==> src/rtl/spiw_pkg.sv <==
package spiw_pkg;

  localparam int OPC_W = 8;
  localparam logic [OPC_W-1:0] WR_OPCODE = 8'h02;

  typedef enum logic [2:0] {
    ST_IDLE,
    ST_OPC,
    ST_ADDR,
    ST_DATA,
    ST_SKIP
  } frameState_t;

  // strobes from control to datapath
  typedef struct packed {
    logic shiftEn;
    logic latchAddr;
    logic loadHold;
    logic commit;
    logic flagOverrun;
    logic clrOverrun;
  } dpCtrl_t;

endpackage

==> src/rtl/spiw_datapath.sv <==
module spiw_datapath
  import spiw_pkg::*;
#(
  parameter int ADDR_W = 8,
  parameter int DATA_W = 16
) (
  input  logic              clk,
  input  logic              rstN,
  input  logic              sckIn,
  input  logic              csIn,
  input  logic              mosiIn,
  input  dpCtrl_t           ctl,
  output logic              sampleEn,
  output logic              csHigh,
  output logic              csFall,
  output logic [OPC_W-1:0]  opcNext,
  output logic [ADDR_W-1:0] holdAddr,
  output logic              holdValid,
  output logic              regWrEn,
  output logic [ADDR_W-1:0] regAddr,
  output logic [DATA_W-1:0] regData,
  output logic              overrun
);

  // bit order {mosi, cs, sck}; chip select idles high
  localparam logic [2:0] SYNC_RST = 3'b010;

  logic [2:0] rawIn, stg1, stg2;
  logic       sckPrev, csPrev;
  logic       sckS, csS, mosiS;

  logic [DATA_W-1:0] shiftQ, shiftNext, holdQ;
  logic [ADDR_W-1:0] curAddrQ, holdAddrQ, wrAddrQ;
  logic [DATA_W-1:0] wrDataQ;
  logic              holdValidQ, wrEnQ, overrunQ;

  assign rawIn = {mosiIn, csIn, sckIn};

  always_ff @(posedge clk or negedge rstN) begin
    if (!rstN) begin
      stg1    <= SYNC_RST;
      stg2    <= SYNC_RST;
      sckPrev <= 1'b0;
      csPrev  <= 1'b1;
    end else begin
      stg1    <= rawIn;
      stg2    <= stg1;
      sckPrev <= stg2[0];
      csPrev  <= stg2[1];
    end
  end

  assign sckS  = stg2[0];
  assign csS   = stg2[1];
  assign mosiS = stg2[2];

  assign sampleEn = sckS & ~sckPrev & ~csS;
  assign csHigh   = csS;
  assign csFall   = ~csS & csPrev;

  assign shiftNext = {shiftQ[DATA_W-2:0], mosiS};
  assign opcNext   = shiftNext[OPC_W-1:0];

  always_ff @(posedge clk or negedge rstN) begin
    if (!rstN) begin
      shiftQ     <= '0;
      curAddrQ   <= '0;
      holdQ      <= '0;
      holdAddrQ  <= '0;
      holdValidQ <= 1'b0;
      wrEnQ      <= 1'b0;
      wrAddrQ    <= '0;
      wrDataQ    <= '0;
      overrunQ   <= 1'b0;
    end else begin
      if (ctl.shiftEn)   shiftQ   <= shiftNext;
      if (ctl.latchAddr) curAddrQ <= shiftNext[ADDR_W-1:0];

      if (ctl.loadHold) begin
        holdQ      <= shiftNext;
        holdAddrQ  <= curAddrQ;
        holdValidQ <= 1'b1;
      end else if (ctl.commit) begin
        holdValidQ <= 1'b0;
      end

      wrEnQ <= ctl.commit;
      if (ctl.commit) begin
        wrAddrQ <= holdAddrQ;
        wrDataQ <= holdQ;
      end

      if (ctl.clrOverrun)       overrunQ <= 1'b0;
      else if (ctl.flagOverrun) overrunQ <= 1'b1;
    end
  end

  assign holdAddr  = holdAddrQ;
  assign holdValid = holdValidQ;
  assign regWrEn   = wrEnQ;
  assign regAddr   = wrAddrQ;
  assign regData   = wrDataQ;
  assign overrun   = overrunQ;

endmodule

==> src/rtl/spiw_control.sv <==
module spiw_control
  import spiw_pkg::*;
#(
  parameter int ADDR_W     = 8,
  parameter int DATA_W     = 16,
  parameter int EXEC_BASE  = 4,
  parameter int EXEC_STEP  = 2,
  parameter int EXEC_SEL_W = 2
) (
  input  logic              clk,
  input  logic              rstN,
  input  logic              sampleEn,
  input  logic              csHigh,
  input  logic              csFall,
  input  logic [OPC_W-1:0]  opcNext,
  input  logic [ADDR_W-1:0] holdAddr,
  input  logic              holdValid,
  output dpCtrl_t           ctl,
  output logic              ready
);

  localparam int CNT_W   = $clog2(DATA_W);
  localparam int EXEC_MAX = EXEC_BASE + EXEC_STEP * ((1 << EXEC_SEL_W) - 1);
  localparam int TMR_W   = $clog2(EXEC_MAX + 1);
  localparam logic [CNT_W-1:0] OPC_LAST  = CNT_W'(OPC_W - 1);
  localparam logic [CNT_W-1:0] ADDR_LAST = CNT_W'(ADDR_W - 1);
  localparam logic [CNT_W-1:0] DATA_LAST = CNT_W'(DATA_W - 1);

  frameState_t      state;
  logic [CNT_W-1:0] bitCnt;
  logic             fieldLast, wordDone;
  logic             busy;
  logic [TMR_W-1:0] tmr;

  function automatic logic [TMR_W-1:0] execLen(input logic [ADDR_W-1:0] a);
    return TMR_W'(EXEC_BASE + EXEC_STEP * int'(a[EXEC_SEL_W-1:0]));
  endfunction

  always_comb begin
    unique case (state)
      ST_OPC:  fieldLast = (bitCnt == OPC_LAST);
      ST_ADDR: fieldLast = (bitCnt == ADDR_LAST);
      ST_DATA: fieldLast = (bitCnt == DATA_LAST);
      default: fieldLast = 1'b0;
    endcase
  end

  always_ff @(posedge clk or negedge rstN) begin
    if (!rstN) begin
      state  <= ST_IDLE;
      bitCnt <= '0;
    end else if (csHigh) begin
      state  <= ST_IDLE;
      bitCnt <= '0;
    end else if (state == ST_IDLE) begin
      state  <= ST_OPC;
      bitCnt <= '0;
    end else if (sampleEn && state != ST_SKIP) begin
      bitCnt <= fieldLast ? '0 : bitCnt + 1'b1;
      if (fieldLast) begin
        unique case (state)
          ST_OPC:  state <= (opcNext == WR_OPCODE) ? ST_ADDR : ST_SKIP;
          ST_ADDR: state <= ST_DATA;
          default: state <= state;
        endcase
      end
    end
  end

  assign wordDone = sampleEn && !csHigh && state == ST_DATA && fieldLast;

  always_comb begin
    ctl             = '0;
    ctl.shiftEn     = sampleEn && !csHigh &&
                      (state == ST_OPC || state == ST_ADDR || state == ST_DATA);
    ctl.latchAddr   = sampleEn && !csHigh && state == ST_ADDR && fieldLast;
    ctl.commit      = holdValid && !busy;
    ctl.loadHold    = wordDone && (!holdValid || ctl.commit);
    ctl.flagOverrun = wordDone && holdValid && !ctl.commit;
    ctl.clrOverrun  = csFall;
  end

  always_ff @(posedge clk or negedge rstN) begin
    if (!rstN) begin
      busy <= 1'b0;
      tmr  <= '0;
    end else if (ctl.commit) begin
      busy <= 1'b1;
      tmr  <= execLen(holdAddr);
    end else if (busy) begin
      if (tmr == TMR_W'(1)) busy <= 1'b0;
      tmr <= tmr - 1'b1;
    end
  end

  assign ready = ~busy;

endmodule

==> src/rtl/spi_reg_writer.sv <==
module spi_reg_writer
  import spiw_pkg::*;
#(
  parameter int ADDR_W     = 8,
  parameter int DATA_W     = 16,
  parameter int EXEC_BASE  = 4,
  parameter int EXEC_STEP  = 2,
  parameter int EXEC_SEL_W = 2
) (
  input  logic              clk,
  input  logic              rstN,
  input  logic              sckIn,
  input  logic              csN,
  input  logic              mosi,
  output logic              miso,
  output logic              ready,
  output logic              regWrEn,
  output logic [ADDR_W-1:0] regAddr,
  output logic [DATA_W-1:0] regData,
  output logic              overrun
);

  dpCtrl_t           ctl;
  logic              sampleEn, csHigh, csFall, holdValid;
  logic [OPC_W-1:0]  opcNext;
  logic [ADDR_W-1:0] holdAddr;

  spiw_datapath #(.ADDR_W(ADDR_W), .DATA_W(DATA_W)) uDp (
    .clk(clk), .rstN(rstN), .sckIn(sckIn), .csIn(csN), .mosiIn(mosi),
    .ctl(ctl), .sampleEn(sampleEn), .csHigh(csHigh), .csFall(csFall),
    .opcNext(opcNext), .holdAddr(holdAddr), .holdValid(holdValid),
    .regWrEn(regWrEn), .regAddr(regAddr), .regData(regData), .overrun(overrun)
  );

  spiw_control #(
    .ADDR_W(ADDR_W), .DATA_W(DATA_W), .EXEC_BASE(EXEC_BASE),
    .EXEC_STEP(EXEC_STEP), .EXEC_SEL_W(EXEC_SEL_W)
  ) uCtl (
    .clk(clk), .rstN(rstN), .sampleEn(sampleEn), .csHigh(csHigh),
    .csFall(csFall), .opcNext(opcNext), .holdAddr(holdAddr),
    .holdValid(holdValid), .ctl(ctl), .ready(ready)
  );

  assign miso = 1'b0;

endmodule

==> config.mk <==
export PLATFORM = sky130hd
export DESIGN_NAME = spi_reg_writer
export DESIGN_NICKNAME = d
export VERILOG_FILES = /design/src/rtl/spiw_pkg.sv /design/src/rtl/spiw_datapath.sv /design/src/rtl/spiw_control.sv /design/src/rtl/spi_reg_writer.sv
export SDC_FILE = /design/constraint.sdc
export NUM_CORES = 1
export LEC_CHECK = 0
export BUFFER_PORTS_ARGS = -buffer_cell sky130_fd_sc_hd__buf_2
export CAP_MARGIN = 20
export CELL_PAD_IN_SITES_DETAIL_PLACEMENT = 1
export CELL_PAD_IN_SITES_GLOBAL_PLACEMENT = 2
export CORE_UTILIZATION = 42
export DETAILED_ROUTE_END_ITERATION = 7
export PLACE_DENSITY = 0.79
export RECOVER_POWER = 25
export SKIP_LAST_GASP = 1
export SLEW_MARGIN = 5
export SYNTH_ARGS = -nofsm -noshare
export SYNTH_HDL_FRONTEND = slang
export SYNTH_SLANG_ARGS = --single-unit
export TNS_END_PERCENT = 5
==> constraint.sdc <==
create_clock -name clk -period 2.55 [get_ports clk]
set_clock_uncertainty 0.15 [all_clocks]
set_input_delay 0.51 -clock clk [delete_from_list [all_inputs] [get_ports clk]]
set_output_delay 0.51 -clock clk [all_outputs]
set_load 0.02 [all_outputs]
==> run summary <==
The flow ran to the end, and the final reports show no timing, DRC or antenna violations. The worst setup path is captured at a register. For the global-route usage over all layers, the log shows 0.165. For the least setup slack across all paths after layout, the log shows 0.366 ns.

The worst min-delay path category is primary input to register. Power per cell area: 641 nW/µm². The number of CTS-inserted buffers was 9; the number of routed nets with antenna violations was 0.

Routability-driven placement finished with a final weighted congestion of 0.814. Data on the critical path is required at its endpoint by 2.63 ns. Number of global-route vias before repair: 2,178. The headroom to the max-slew limit was 0.309. The tools report the first-pass GRT wire length as 11,400 µm. The total overflow reported by the global router was 0.

By startpoint and endpoint, the worst setup path is classified as register to register. The library cells used most frequently in the layout, excluding fill and tap cells, are dfrtp_1 (91), mux2_2 (67), buf_2 (30), nand2_1 (11), clkbuf_8 (10). The maximum fanout encountered on the critical timing path was 24. The total length of routed wires was 6690 µm. The signal on the critical path passes through nor4b_2 -> nand4_2 -> a21oi_4 -> buf_4 -> mux2_2. Counting every net in the synthesized netlist gives 264. Setup violations remaining at the end of the flow were counted as 0.

For this design the static power due to leakage is 2.13 nW. The number of max-cap violations is 0. The maximum vdd ir drop was 298 µV. For the pin with the worst max-slew slack, the measured transition is 1.04 ns. The tools report the worst path arrival time as 2.27 ns.

The logs give 1 for the number of hold-repair buffers added at the cts stage and 0.458 GHz for the maximum achievable frequency. Number of DRC violations after detailed routing: 0. The filler cells instantiated in the layout total 911. The post-synthesis average cell area was 14.6 µm²; the area inside the core boundary was 8680 µm². The H-tree was split into 3 levels. For this design, the slowest cell found on the critical path is dfstp_1.

The longest clock path from root to sink contains 2 buffers. For the register area share after synthesis, the log shows 0.630. The max-slew violation count is 0, and the width of the chip is 96.3 µm.

Clock tree synthesis selected as its root buffer the cell clkbuf_8. Post-CTS timing repair inserted 0 buffers for setup. Most common cell after layout, fill and taps aside: dfrtp_1.

Cell area after synthesis: 3740 µm². Dividing the detail-routed wire length by the instance count gives 16.5 µm. Buffers placed on the I/O ports in this run total 31. In the final timing run, aggregate negative setup slack is 0 ns. CTS saw 94 sinks.

The CTS clock-pin slew for the worst setup and hold paths is 0.09 ns, and the area growth from synthesis to final layout is 12.9%. The tools report the number of placement rows as 34. Entering global routing, the biggest net connects 40 pins. In the routed layout, each cell is associated on average with a via count of 5.19.

The starting utilization of the core area is 0.431, and the share of the core filled with cells in the final layout is 0.486. Die span in y: 96.3 µm. The flip-flop and latch count after synthesis was 94; the post-layout net count was 301. The tools report the total half-perimeter wirelength after legalization and detailed placement as 4390 µm. The first TritonRoute pass finished after 3 iterations. The run gives 0 as the final count of hold timing violations. The synthesized instance count was 256. During I/O placement, the number of pins put on the boundary was 33.

TritonCTS built the clock tree. For this block, the initial DRC count from the detailed router was 54. The peak per-stage delay on the critical path works out to 0.47 ns. The synthesized netlist contains 40 unique library cells. The run gives 0.35 ns as the source-to-sink clock delay at the later pin of the worst-skew pair. At the placement stage, the worst setup path has a slack of 0.372 ns.

The footprint of the flip-flops and latches was 2360 µm²; the count of warnings emitted by yosys was 0. The number of antenna violations at the first check in global routing was 0. The critical path startpoint category was a register.

The routed design could run at a clock period as short as 2.18 ns. The final period utilization was 0.857; the final antenna diode count was 0. Number of resized instances in the post-cts repair step: 0.

The routed via count came out at 2,107. The layout cell share with drive strength beyond 1 is 0.430, and the area used by multi-input combinational logic is 1280 µm². The die outline area came out at 9280 µm². Setup repair after global routing left no endpoint under its margin.
[where the power goes]
part	total, mW	internal [mW]	switching (mW)
sequential	1.57	1.53	0.0455
clock	1.02	0.492	0.533
combinational	0.103	0.0443	0.0590
total	2.70	2.06	0.638
[metrics by stage]
stage | cell area (µm²) | hold WS (ns) | total power, mW | cells
after CTS | 4220 | 0.0744 | 2.73 | 406
after floorplan | 3740 | 0.0644 | 1.64 | 256
after detailed placement | 4010 | 0.190 | 1.71 | 389
after global placement | 4010 | 0.185 | 1.71 | 389
final | 4220 | 0.0919 | 2.70 | 406
after global routing | 4220 | 0.0625 | 2.81 | 406
[registers in the layout (all words and copies together), names as in the netlist]
signal and cells:
uDp.stg2 3, uCtl.tmr 4, uDp.holdQ 16, uDp.stg1 3, uCtl.busy 1, uDp.csPrev 1, uDp.holdAddr 8, uDp.sckPrev 1
uDp.overrun 1, uDp.curAddrQ 8, uDp.regData 16, uDp.regAddr 8, uDp.regWrEn 1, uDp.shiftQ 15, uCtl.state 3, uDp.holdValid 1
uCtl.bitCnt 4
[layer usage]
layer  track usage  part of all wire  up-vias
met5             0                 0        -
met4        0.0515             0.012        0
met3        0.0403             0.024        8
met2         0.252              0.49       19
met1         0.232              0.47     1110
li1              -                 -      970
[worst paths after layout]
check,slack (ns),to,cells past startpoint,from
worst min register to register,0.21,uDp.stg2[2],0,uDp.stg1[2]
worst min-delay path,0.09,uDp.stg1[1],1,csN
worst max register to register,0.37,uDp.holdQ[1],5,uDp.stg2[1]
min in group asynchronous,0.72,uDp.regData[10],2,rstN
max in group asynchronous,0.69,uDp.regData[1],3,rstN
worst max-delay path,0.37,uDp.holdQ[1],5,uDp.stg2[1]
[worst max-delay path: cells and delay by family, from the launching register on]
family | cells | cell delay (ns)
DFF | 1 | 0.47
buffers and inverters | 1 | 0.33
AOI/OAI and AO/OA | 1 | 0.14
and+or+nand+nor | 2 | 0.58
muxes | 1 | 0.38
[synth_stat cells (all sizes together)]
library cell / number / area, µm²
nor3: 6 / 35.0
clkbuf: 2 / 7.51
a41oi: 1 / 8.76
nand4: 1 / 12.5
dfrtp: 91 / 2280
nor2: 8 / 32.5
nand3b: 1 / 7.51
o21ai: 4 / 20.0
and3: 1 / 6.26
buf: 10 / 76.3
mux2: 71 / 800
conb: 1 / 3.75
or2: 1 / 6.26
o31ai: 1 / 7.51
inv: 5 / 18.8
mux2i: 2 / 20.0
xnor2: 1 / 8.76
nor4b: 3 / 32.5
nand3: 3 / 15.0
nand2b: 1 / 6.26
nor2b: 4 / 25.0
nand2: 11 / 41.3
a21oi: 8 / 51.3
a21bo: 1 / 10.0
a2bb2oi: 1 / 8.76
and2: 2 / 12.5
nor4: 3 / 18.8
o211a: 1 / 10.0
ha: 3 / 37.5
o22ai: 1 / 6.26
o2111ai: 1 / 8.76
xor2: 3 / 26.3
dfstp: 3 / 78.8
[kinds of logic after synthesis]
kind of cell / synth area share
other: 0.00100
flip-flops: 0.630
XOR/XNOR: 0.00938
adder cells (fa/ha/maj): 0.0100
AND/OR/NAND/NOR: 0.0673
multiplexers: 0.219
AO/OA/AOI/OAI: 0.0352
buffers and inverters: 0.0275
[layout make-up]
| class | instances | area share |
|---|---|---|
| well taps | 108 | 0.0320 |
| flip-flops and latches | 94 | 0.559 |
| clock inverters | 5 | 0.0154 |
| inverters | 5 | 0.00445 |
| repair buffers | 38 | 0.0522 |
| multi-input cells | 145 | 0.304 |
| clock buffers | 11 | 0.0335 |
Power figures use the tool's default switching activity.
